File: config.mk
export PLATFORM = sky130hd
export DESIGN_NAME = lutcell_top
export DESIGN_NICKNAME = d
export VERILOG_FILES = /design/src/rtl/lutcell_pkg.sv /design/src/rtl/lutcell_cfg_chain.sv /design/src/rtl/lutcell_lut.sv /design/src/rtl/lutcell_expand_mux.sv /design/src/rtl/lutcell_top.sv
export SDC_FILE = /design/constraint.sdc
export NUM_CORES = 1
export LEC_CHECK = 0
export ABC_AREA = 1
export CAP_MARGIN = 20
export CORE_MARGIN = 2
export CORE_UTILIZATION = 35
export CTS_BUF_LIST = sky130_fd_sc_hd__clkbuf_8
export DETAILED_ROUTE_END_ITERATION = 12
export SLEW_MARGIN = 10
export SYNTH_ARGS = -nofsm -noshare
export SYNTH_HDL_FRONTEND = slang
export SYNTH_SLANG_ARGS = --single-unit
File: constraint.sdc
create_clock -name clk -period 1.32 [get_ports clk]
set_input_delay 0.198 -clock clk [delete_from_list [all_inputs] [get_ports clk]]
set_output_delay 0.198 -clock clk [all_outputs]
set_load 0.01 [all_outputs]
File: src/rtl/lutcell_pkg.sv
package lutcell_pkg;

   typedef enum logic [1:0] {
      WIDTH_BASE  = 2'd0,
      WIDTH_PLUS1 = 2'd1,
      WIDTH_FULL  = 2'd2,
      WIDTH_FULLB = 2'd3
   } width_mode_e;

   // Number of select variables that take part for a given width setting.
   function automatic int unsigned sel_bits_used(input width_mode_e m,
                                                 input int unsigned max_sel);
      int unsigned n;
      case (m)
         WIDTH_BASE:  n = 0;
         WIDTH_PLUS1: n = 1;
         default:     n = max_sel;
      endcase
      return n;
   endfunction

endpackage

File: src/rtl/lutcell_cfg_chain.sv
module lutcell_cfg_chain #(
   parameter int unsigned DEPTH = 64
) (
   input  logic             clk,
   input  logic             shift_en,
   input  logic             din,
   output logic [DEPTH-1:0] bits_q
);

   // Newest bit enters at position 0; the first bit sent ends at DEPTH-1.
   always_ff @(posedge clk) begin
      if (shift_en) begin
         bits_q <= {bits_q[DEPTH-2:0], din};
      end
   end

endmodule

File: src/rtl/lutcell_lut.sv
module lutcell_lut #(
   parameter int unsigned K = 4,
   localparam int unsigned ENTRIES = 1 << K
) (
   input  logic [ENTRIES-1:0] table_bits,
   input  logic [K-1:0]       addr,
   output logic               y
);

   assign y = table_bits[addr];

endmodule

File: src/rtl/lutcell_expand_mux.sv
module lutcell_expand_mux
   import lutcell_pkg::*;
#(
   parameter int unsigned NUM_LUT = 4,
   localparam int unsigned SEL_W = $clog2(NUM_LUT)
) (
   input  logic [NUM_LUT-1:0] cof,
   input  width_mode_e        mode,
   input  logic [SEL_W-1:0]   sel_vars,
   output logic               y
);

   int unsigned      n_used;
   logic [SEL_W-1:0] idx;

   // Select variables beyond the active width are forced to zero, so the
   // narrower modes always draw on the lowest-numbered tables.
   always_comb begin
      n_used = sel_bits_used(mode, SEL_W);
      idx    = '0;
      for (int i = 0; i < SEL_W; i++) begin
         if (i < n_used) idx[i] = sel_vars[i];
      end
      y = cof[idx];
   end

endmodule

File: src/rtl/lutcell_top.sv
module lutcell_top
   import lutcell_pkg::*;
#(
   parameter int unsigned LUT_K   = 4,
   parameter int unsigned NUM_LUT = 4,
   localparam int unsigned SEL_W   = $clog2(NUM_LUT),
   localparam int unsigned NVARS   = LUT_K + SEL_W
) (
   input  logic             clk,
   input  logic             rst,
   input  logic             cfg_en,
   input  logic             cfg_din,
   input  logic [1:0]       mode,
   input  logic             reg_sel,
   input  logic [NVARS-1:0] vars,
   output logic             f_out
);

   localparam int unsigned LUT_BITS = 1 << LUT_K;
   localparam int unsigned CFG_BITS = LUT_BITS * NUM_LUT;

   // Elaboration-time parameter checks
   if (LUT_K < 2 || LUT_K > 6) begin : g_bad_k
      $error("lutcell_top: LUT_K must lie in 2..6");
   end
   if (NUM_LUT < 2 || NUM_LUT != (1 << SEL_W)) begin : g_bad_n
      $error("lutcell_top: NUM_LUT must be a power of two, at least 2");
   end

   logic [CFG_BITS-1:0] cfg_bits;
   logic [NUM_LUT-1:0]  lut_y;
   logic                comb_y;
   logic                ff_q;

   lutcell_cfg_chain #(.DEPTH(CFG_BITS)) u_chain (
      .clk      (clk),
      .shift_en (cfg_en),
      .din      (cfg_din),
      .bits_q   (cfg_bits)
   );

   for (genvar g = 0; g < NUM_LUT; g++) begin : g_lut
      lutcell_lut #(.K(LUT_K)) u_lut (
         .table_bits (cfg_bits[g*LUT_BITS +: LUT_BITS]),
         .addr       (vars[LUT_K-1:0]),
         .y          (lut_y[g])
      );
   end

   lutcell_expand_mux #(.NUM_LUT(NUM_LUT)) u_mux (
      .cof      (lut_y),
      .mode     (width_mode_e'(mode)),
      .sel_vars (vars[NVARS-1:LUT_K]),
      .y        (comb_y)
   );

   always_ff @(posedge clk) begin
      if (rst) ff_q <= 1'b0;
      else     ff_q <= comb_y;
   end

   assign f_out = reg_sel ? ff_q : comb_y;

endmodule

# Word level (Yosys, flattened, before mapping)
# Cells that the tools add are included.
[totals] ff_bits=65 in_bits=13 output_inout_bits=1 word_cells=22
[classes] magnitude_cmp=4 n_eq_ne=1 mux=14 reduce_logical=1
[ops] cell="$bmux 1 s4" count=4
[ops] cell="$mux 1" count=8
[ops] cell="$lt 4x5->1 const B" count=1
[ops] cell="$lt 1x2->1 const A" count=2
[ops] cell="$pmux 2 s2" count=1
[ops] cell="$lt 2x3->1 const B" count=1
[ops] cell="$bmux 1 s2" count=1
[ops] cell="$eq 2x1->1 const B" count=1
[ops] cell="$logic_not 2->1" count=1

# Logic depth before layout (Yosys ltp)
# Gate-level depths: netlist of the first run.
[depth] word_depth=7 mapped_depth=13 mapped_depth_nobuf=11

# By module
# A second synthesis of the first run with hierarchy kept.
[hier_totals] cells_unflattened=288 area_unflattened_um2=2957.8
[modules_own_cells] mod="lutcell_cfg_chain" n_inst=1 cells_per_inst=64 area_per_inst_um2=1921.8 seq_area_each_um2=1921.8
[modules_own_cells] mod="lutcell_lut" n_inst=4 cells_per_inst=50 area_per_inst_um2=230.2 seq_area_each_um2=0.0
[modules_own_cells] mod="lutcell_expand_mux" n_inst=1 cells_per_inst=17 area_per_inst_um2=70.1 seq_area_each_um2=0.0
[modules_own_cells] mod="lutcell_top" n_inst=1 cells_per_inst=7 area_per_inst_um2=45.0 seq_area_each_um2=20.0

# Worst setup path before layout of the first run
# No wires, ideal clock.
[synth_timing] path_kind="input to output" from="in vars[0]" to="out f_out" t_arrival_ns=1.109 setup_slack_ns=0.013 path_stages=13 path_buffers=2 cell_sequence="buf_6 -> inv_8 -> buf_8 -> nand2_2 -> nand3_2 -> nand3_1 -> nand2_1 -> nand2_1 -> nand3_1 -> nand3b_1 -> nand2_1 -> nand2_1 -> nand2_1"
[synth_via] elab_chain_len=5
[synth_lines] element="start, declared" line_no="lutcell_top.sv:15" rtl="input logic [NVARS-1:0] vars,"
[synth_lines] element="$bmux 1 s4" line_no="lutcell_lut.sv:10" rtl="assign y = table_bits[addr];"
[synth_lines] element="$mux 1 (implied by the code)" line_no="lutcell_lut.sv:10"
[synth_lines] element="$bmux 1 s2 (*)" line_no="lutcell_expand_mux.sv:24" rtl="y = cof[idx];"
[synth_lines] element="$mux 1 (implied by the code) (*)" line_no="lutcell_expand_mux.sv:24"
[synth_lines] element="$mux 1 (*)" line_no="lutcell_top.sv:62" rtl="assign f_out = reg_sel ? ff_q : comb_y;"
[synth_lines] element="end, declared" line_no="lutcell_top.sv:16" rtl="output logic f_out"
# Mark *: on every way between the ends. The rest lies on a longest branch, timed or not. The select of a mux whose other input is x is not followed.

# Worst setup path in the final report of the first run
[layout_timing] from="reg u_chain.bits_q[50]" to="out f_out"
[layout_via] elab_chain_len=5
[layout_lines] element="start, declared" line_no="lutcell_cfg_chain.sv:7" rtl="output logic [DEPTH-1:0] bits_q"
[layout_lines] element="start signal, assigned" line_no="lutcell_cfg_chain.sv:13" rtl="bits_q <= {bits_q[DEPTH-2:0], din};"
[layout_lines] element="$bmux 1 s4" line_no="lutcell_lut.sv:10"
[layout_lines] element="$mux 1 (implied by the code)" line_no="lutcell_lut.sv:10"
[layout_lines] element="$bmux 1 s2" line_no="lutcell_expand_mux.sv:24"
[layout_lines] element="$mux 1 (implied by the code)" line_no="lutcell_expand_mux.sv:24"
[layout_lines] element="$mux 1" line_no="lutcell_top.sv:62"
# Every way passes these cells. The select of a mux whose other input is x is not followed.

==> results of run 1 <==
[kinds of logic (layout without fill, tap and decap cells)]
kind of cell           Yosys count  count (layout)  share of synthesized area (%)
flip-flops                      65              65                           71.2
AND/OR/NAND/NOR                139             139                           23.2
AO/OA/AOI/OAI                    2               2                          0.367
buffers and inverters           17              88                           5.27
[metal layers]
metal	vias up	GRT usage (%)	part of all wire (%)
li1	913	-	-
met1	887	18.3	46
met2	42	21.5	48
met3	9	5.01	4.4
met4	0	4.73	1.4
met5	-	0	0
[power by group through the flow]
stage | Clock, mW | Sequential, mW | Combinational, mW
2_1_floorplan | 0 | 2.48 | 0.214
3_3_place_gp | 0 | 2.51 | 0.411
3_5_place_dp | 0 | 2.51 | 0.417
4_1_cts | 1.40 | 2.46 | 0.492
5_1_grt | 1.49 | 2.48 | 0.532
6_report | 1.36 | 2.46 | 0.480
[cell usage in the layout (no fill, tap or decap)]
master,count
nand2_1,75
edfxtp_1,64
nand3_1,49
buf_4,44
nand2_2,10
clkbuf_8,9
clkdlybuf4s50_1,8
inv_1,6
nand3_2,4
clkinv_2,4
buf_12,4
buf_2,3
dlygate4sd2_1,2
buf_6,2
inv_16,1
inv_4,1
inv_2,1
o21ai_0,1
nand3b_1,1
a21oi_2,1
buf_16,1
inv_12,1
bufbuf_16,1
dfxtp_1,1
[final cells by class]
type                            instances  area (µm²)  share of cell area [%]
Inverter                                6        41.3                    1.17
Multi-Input combinational cell        141         651                    18.4
Clock inverter                          7        31.3                   0.884
Tap cell                              102         128                    3.61
Clock buffer                            9         124                    3.50
Timing Repair inverter                  1        16.3                   0.460
Timing Repair Buffer                   65         606                    17.1
Sequential cell                        65        1940                    54.9
[flip-flops by register name, indices dropped and copies added, names as in the netlist]
register / count
u_chain.bits_q: 64
ff_q: 1
[worst paths after layout]
check	slack, ns	endpoint	depth (start not counted)	from
hold / removal	0.24	u_chain.bits_q[6]	1	cfg_en
setup reg to reg	-0.01	ff_q	10	u_chain.bits_q[51]
setup / recovery	-0.49	f_out	11	u_chain.bits_q[50]
hold reg to reg	0.45	u_chain.bits_q[48]	0	u_chain.bits_q[47]
[repair_timing]
action                                  CTS  global route
endpoints found under the setup margin    2             2
hold endpoints to repair                  0             0
buffers inserted                         14             1
resized for setup                        24             2
pin swaps                                10             8
gates cloned                              3             0
[through the flow]
stage          power [mW]  hold WS [ns]
3_5_place_dp         2.93         0.438
6_report             4.31         0.240
4_1_cts              4.36         0.231
3_3_place_gp         2.92         0.435
2_1_floorplan        2.70         0.267
5_1_grt              4.50         0.234
[worst max-delay path, delay by kind of cell (launching register included)]
family,cells,cell delay (ns)
DFF,1,0.42
and+or+nand+nor,10,0.73
buffers and inverters,1,0.13
==> results.py, run 1 <==
metrics = {
    "timing": {
        "tns_ns": -0.497,
        "skew_ns": 0.00653,
        "worst_pin_slew_ns": 0.249,
        "setup_viol": 2,
        "slew_headroom_pct": 83.4,
        "final_max_slew_viol_count": 0,
        "fin_crit_ns": 1.81,
        "fmax_ghz": 0.553,
        "hold_viol_final": 0,
        "setup_slack_ns": -0.489,
        "timing.final.crit_share_pct": 137,
        "rsz0062_at_grt": "true",
    },
    "power_and_ir_drop": {
        "ir_worst_vdd_mv": 0.653,
        "share_seq_of_total_power_pct": 57.2,
        "p_int_mw": 3.29,
        "switching_share_pct": 23.5,
        "p_comb_share_pct": 11.1,
        "cellPowerDensity_nw_per_um2": 1220,
        "leakage_nw": 1.45,
        "power.switching_mw": 1.01,
        "clockPowerShare_pct": 31.7,
    },
    "die": {
        "die_x_um": 92.3,
        "ios": 14,
        "initial_core_util_pct": 35.7,
        "num_rows": 32,
        "dieHeight_um": 92.3,
        "core_area_um2": 7650,
        "die-area_um2": 8520,
    },
    "placed_design": {
        "portBuffers": 13,
        "place_hpwl_mm": 3.28,
        "gp_congestion": 0.766,
        "post-place-cells": 366,
        "dpl_worst_slack_ns": -1.14,
        "dpl_cell_area_um2": 3210,
    },
    "yosys": {
        "yosys.area.top_type": "edfxtp_1",
        "synth_area_um2": 2730,
        "ys_top_cells_by_count": "75 x nand2_1, 64 x edfxtp_1, 50 x nand3_1, 10 x nand2_2, 7 x buf_6",
        "seq_area_frac_synth_pct": 71.2,
        "synth_top_area_share_pct": 70.5,
        "ys_seq_elements": 65,
        "synth_edf_count": 64,
        "ys_warn_count": 0,
        "yosysUniqueCellTypes": 16,
        "ys.flop_type": "edfxtp_1",
        "synthMostInstantiatedCell": "nand2_1",
        "syn_inst": 223,
        "syn_area_per_cell_um2": 12.2,
        "async_flop_share_pct": 0,
        "syn_nets": 236,
        "synth_top_cells_by_area": "edfxtp_1 70%, nand2_1 10%, nand3_1 9.2%",
    },
    "worst_setup_path": {
        "cp_slowest_stage_delay_ns": 0.42,
        "path_class": "reg2out",
        "cp_max_fo": 2,
        "worstPathArrival_ns": 1.61,
        "critical_path.startpoint_type": "register",
        "crit_chain": "nand2_2, nand3_1, nand3_1, nand2_1, nand2_1, nand3_1, nand3b_1, nand2_1, nand2_1, nand2_1, buf_2",
        "worstSetupEndpointType": "primary output",
        "cp_slowest_cell": "edfxtp_1",
        "worstPathRequired_ns": 1.12,
        "crit_path_frequent_cell": "nand2_1",
    },
    "clocking": {
        "postCtsHoldBufs": 0,
        "htree_levels": 3,
        "clk_pin_slew_worst_paths_ns": 0.07,
        "clock_latency_ns": 0.33,
        "clkSinkCount": 65,
        "cts_made_buffers": 9,
        "cts_buffer_depth": 2,
        "cts.root.buffer_cell": "clkbuf_8",
        "cts_tree": "built",
    },
    "global_routing": {
        "gr-total-overflow": 0,
        "antenna_found_initial": 0,
        "grt_pass1_wl_mm": 8.98,
        "grt.total_usage_pct": 14.0,
        "grt_pass1_vias": 1820,
        "grt_max_degree": 35,
    },
    "final_layout": {
        "nNetsFinal": 302,
        "post-route-util_pct": 46.3,
        "drive_gt1_share_pct": 29.6,
        "syn2layout_area_growth_pct": 29.7,
        "stdcell_area_um2": 3540,
        "fin_cells": 396,
        "fill_cells": 681,
        "n_antenna_cell": 0,
    },
    "routing": {
        "post-route-drc-count": 0,
        "viasPerCell": 4.67,
        "vias": 1851,
        "wl_per_cell_um": 13.5,
        "drtAntennaViolNets": 0,
        "drt-initial-drc-count": 120,
        "dr.pass1.iters": 6,
        "routed_wirelength_mm": 5.35,
    },
    "outcome": {
        "status": "finished, violations left",
        "violations": "negative setup slack",
    },
    "min_path": {
        "hp-class": "in2reg",
    },
    "run": {
        "cap_violations": 0,
    },
}
(Power assumes the default switching activity.)
==> inputs of run 2 (changes only) <==
- CORE_ASPECT_RATIO: default -> 1.1
- CTS_BUF_LIST: sky130_fd_sc_hd__clkbuf_8 -> default
==> run 2 against run 1 <==
The flow still finishes with violations (negative setup slack). Via count up 1.8%. Sequential share of layout area down 0.65 points. Die area about the same. Cell count unchanged. Combinational power up 2%. Maximum frequency down 0.28%. Core utilization up 1.4 points. Final area up 1.2%. Critical path type unchanged. Critical endpoint unchanged.
==> results.py, run 2 (same netlist as run 1, synthesis figures left out) <==
metrics = {
    "outcome": {
        "status": "finished, violations left",
        "violations": "negative setup slack",
    },
    "clocking": {
        "cts_tree": "built",
        "clk_pin_slew_worst_paths_ns": 0.07,
        "cts_buffer_depth": 2,
        "clock_latency_ns": 0.34,
        "clkSinkCount": 65,
        "cts.root.buffer_cell": "clkbuf_8",
        "postCtsHoldBufs": 0,
        "htree_levels": 3,
        "cts_made_buffers": 9,
    },
    "worst_setup_path": {
        "crit_path_frequent_cell": "nand2_1",
        "cp_top_family": "simple AND/OR/NAND/NOR gates",
        "path_class": "reg2out",
        "cp_slowest_cell": "edfxtp_1",
        "worstPathRequired_ns": 1.12,
        "r2r_end": "ff_q",
        "worstPathArrival_ns": 1.62,
        "cp_max_fo": 2,
        "cp_slowest_stage_delay_ns": 0.40,
        "reg2reg_depth": 9,
        "timing.rr.start": "u_chain.bits_q[53]",
        "crit_chain": "nand2_1, nand3_1, nand3_2, nand2_2, nand2_2, nand3_2, nand3b_1, nand2_1, nand2_1, nand2_1, buf_2",
        "critical_path.startpoint_type": "register",
        "crit_buf_inv": 1,
        "rrSetupSlack_ns": 0.05,
        "worstSetupEndpointType": "primary output",
    },
    "final_layout": {
        "drive_gt1_share_pct": 32.3,
        "largestRegisters": "u_chain.bits_q: 64 flops, ff_q: 1 flops",
        "nNetsFinal": 300,
        "fill_cells": 699,
        "largest_reg_flops": 64,
        "n_antenna_cell": 0,
        "regMostFlops": "u_chain.bits_q",
        "layout_commonest_cell": "nand2_1",
        "final_cell_mix": "73 x nand2_1, 64 x edfxtp_1, 44 x buf_4",
        "syn2layout_area_growth_pct": 31.3,
    },
    "routing": {
        "drt-initial-drc-count": 168,
        "dr.pass1.iters": 4,
        "drtAntennaViolNets": 0,
        "vias": 1885,
        "wl_per_cell_um": 14.1,
        "post-route-drc-count": 0,
        "routed_wirelength_mm": 5.57,
        "viasPerCell": 4.76,
    },
    "power_and_ir_drop": {
        "ir_worst_vdd_mv": 0.741,
        "leakage_nw": 1.45,
        "cellPowerDensity_nw_per_um2": 1270,
        "power_mw": 4.53,
    },
    "timing": {
        "setup_viol": 1,
        "fin_crit_ns": 1.81,
        "final_max_slew_viol_count": 0,
        "timing.final.crit_share_pct": 137,
        "worst_pin_slew_ns": 0.354,
        "holdWs_ns": 0.103,
        "fmax_ghz": 0.551,
        "setup_slack_ns": -0.494,
        "skew_ns": 0.00736,
        "hold_viol_final": 0,
        "rsz0062_at_grt": "true",
        "slew_headroom_pct": 76.4,
    },
    "die": {
        "core_area_um2": 7510,
        "dieHeight_um": 96.6,
        "initial_core_util_pct": 36.3,
        "die-area_um2": 8520,
        "ios": 14,
        "num_rows": 33,
        "die_x_um": 88.2,
    },
    "placed_design": {
        "dpl_worst_slack_ns": -1.17,
        "place_hpwl_mm": 3.24,
        "portBuffers": 13,
        "gp_congestion": 0.839,
    },
    "global_routing": {
        "antenna_found_initial": 0,
        "grt_pass1_wl_mm": 9.28,
        "grt_max_degree": 64,
        "grt_pass1_vias": 1922,
        "grt.total_usage_pct": 14.8,
        "gr-total-overflow": 0,
    },
    "run": {
        "cap_violations": 0,
    },
    "min_path": {
        "hold_depth": 1,
        "whs_endpoint": "u_chain.bits_q[63]",
        "hp-class": "in2reg",
        "hold_start": "cfg_en",
    },
}
-- run 2: through the flow --
| step | cell area, µm² | utilization [%] | setup TNS [ns] | cells |
|---|---|---|---|---|
| after floorplan | 2730 | - | 0 | 223 |
| after global placement | 3180 | 42.4 | -1.75 | 365 |
| after detailed placement | 3180 | 42.4 | -1.76 | 365 |
| after CTS | 3550 | 47.3 | -0.939 | 397 |
| after global routing | 3580 | 47.7 | -0.679 | 396 |
| final | 3580 | 47.7 | -0.494 | 396 |
-- run 2: final cells by class --
cell class / count / area, µm² / area share [%]
flip-flops and latches: 65 / 1940 / 54.2
multi-input cells: 141 / 696 / 19.4
repair buffers: 63 / 583 / 16.3
clock buffers: 11 / 131 / 3.67
well taps: 105 / 131 / 3.67
clock inverters: 4 / 45.0 / 1.26
inverters: 6 / 41.3 / 1.15
repair inverters: 1 / 11.3 / 0.314
-- run 2: worst reg2reg max path: stages (launching register included) --
cell      delay, ns
edfxtp_1       0.40
nand2_1        0.09
nand3_1        0.10
nand3_2        0.09
nand2_2        0.06
nand2_2        0.06
nand3_2        0.07
nand3b_1       0.11
buf_4          0.12
a21oi_2        0.05
-- run 2: worst max-delay path by stage --
stage | end | slack [ns] | startpoint | cells past startpoint
after detailed placement | f_out | -1.17 | vars[0] | 14
after global placement | f_out | -1.15 | vars[0] | 14
after floorplan | f_out | 0.01 | vars[0] | 13
final | f_out | -0.49 | u_chain.bits_q[53] | 11
after global routing | f_out | -0.64 | u_chain.bits_q[53] | 11
after CTS | f_out | -0.49 | u_chain.bits_q[61] | 11
-- run 2: power breakdown --
group          switching [mW]  leakage [nW]  total (mW)  internal [mW]
Sequential             0.0620         0.635        2.47           2.40
Clock                   0.728        0.0929        1.58          0.853
Combinational           0.244         0.727       0.488          0.243
-- run 2: routing by layer --
metal	routed length [µm]	track usage (%)	vias to the layer above
li1	-	-	908
met1	2580	19.7	904
met2	2530	21.6	59
met3	332	4.84	14
met4	128	7.70	0
met5	0	0	-
-- run 2: repair_timing --
action	4_1_cts	5_1_grt
endpoints found under the setup margin	2	2
cloned	3	0
pin swaps	20	19
resized for setup	20	8
setup buffers	14	5
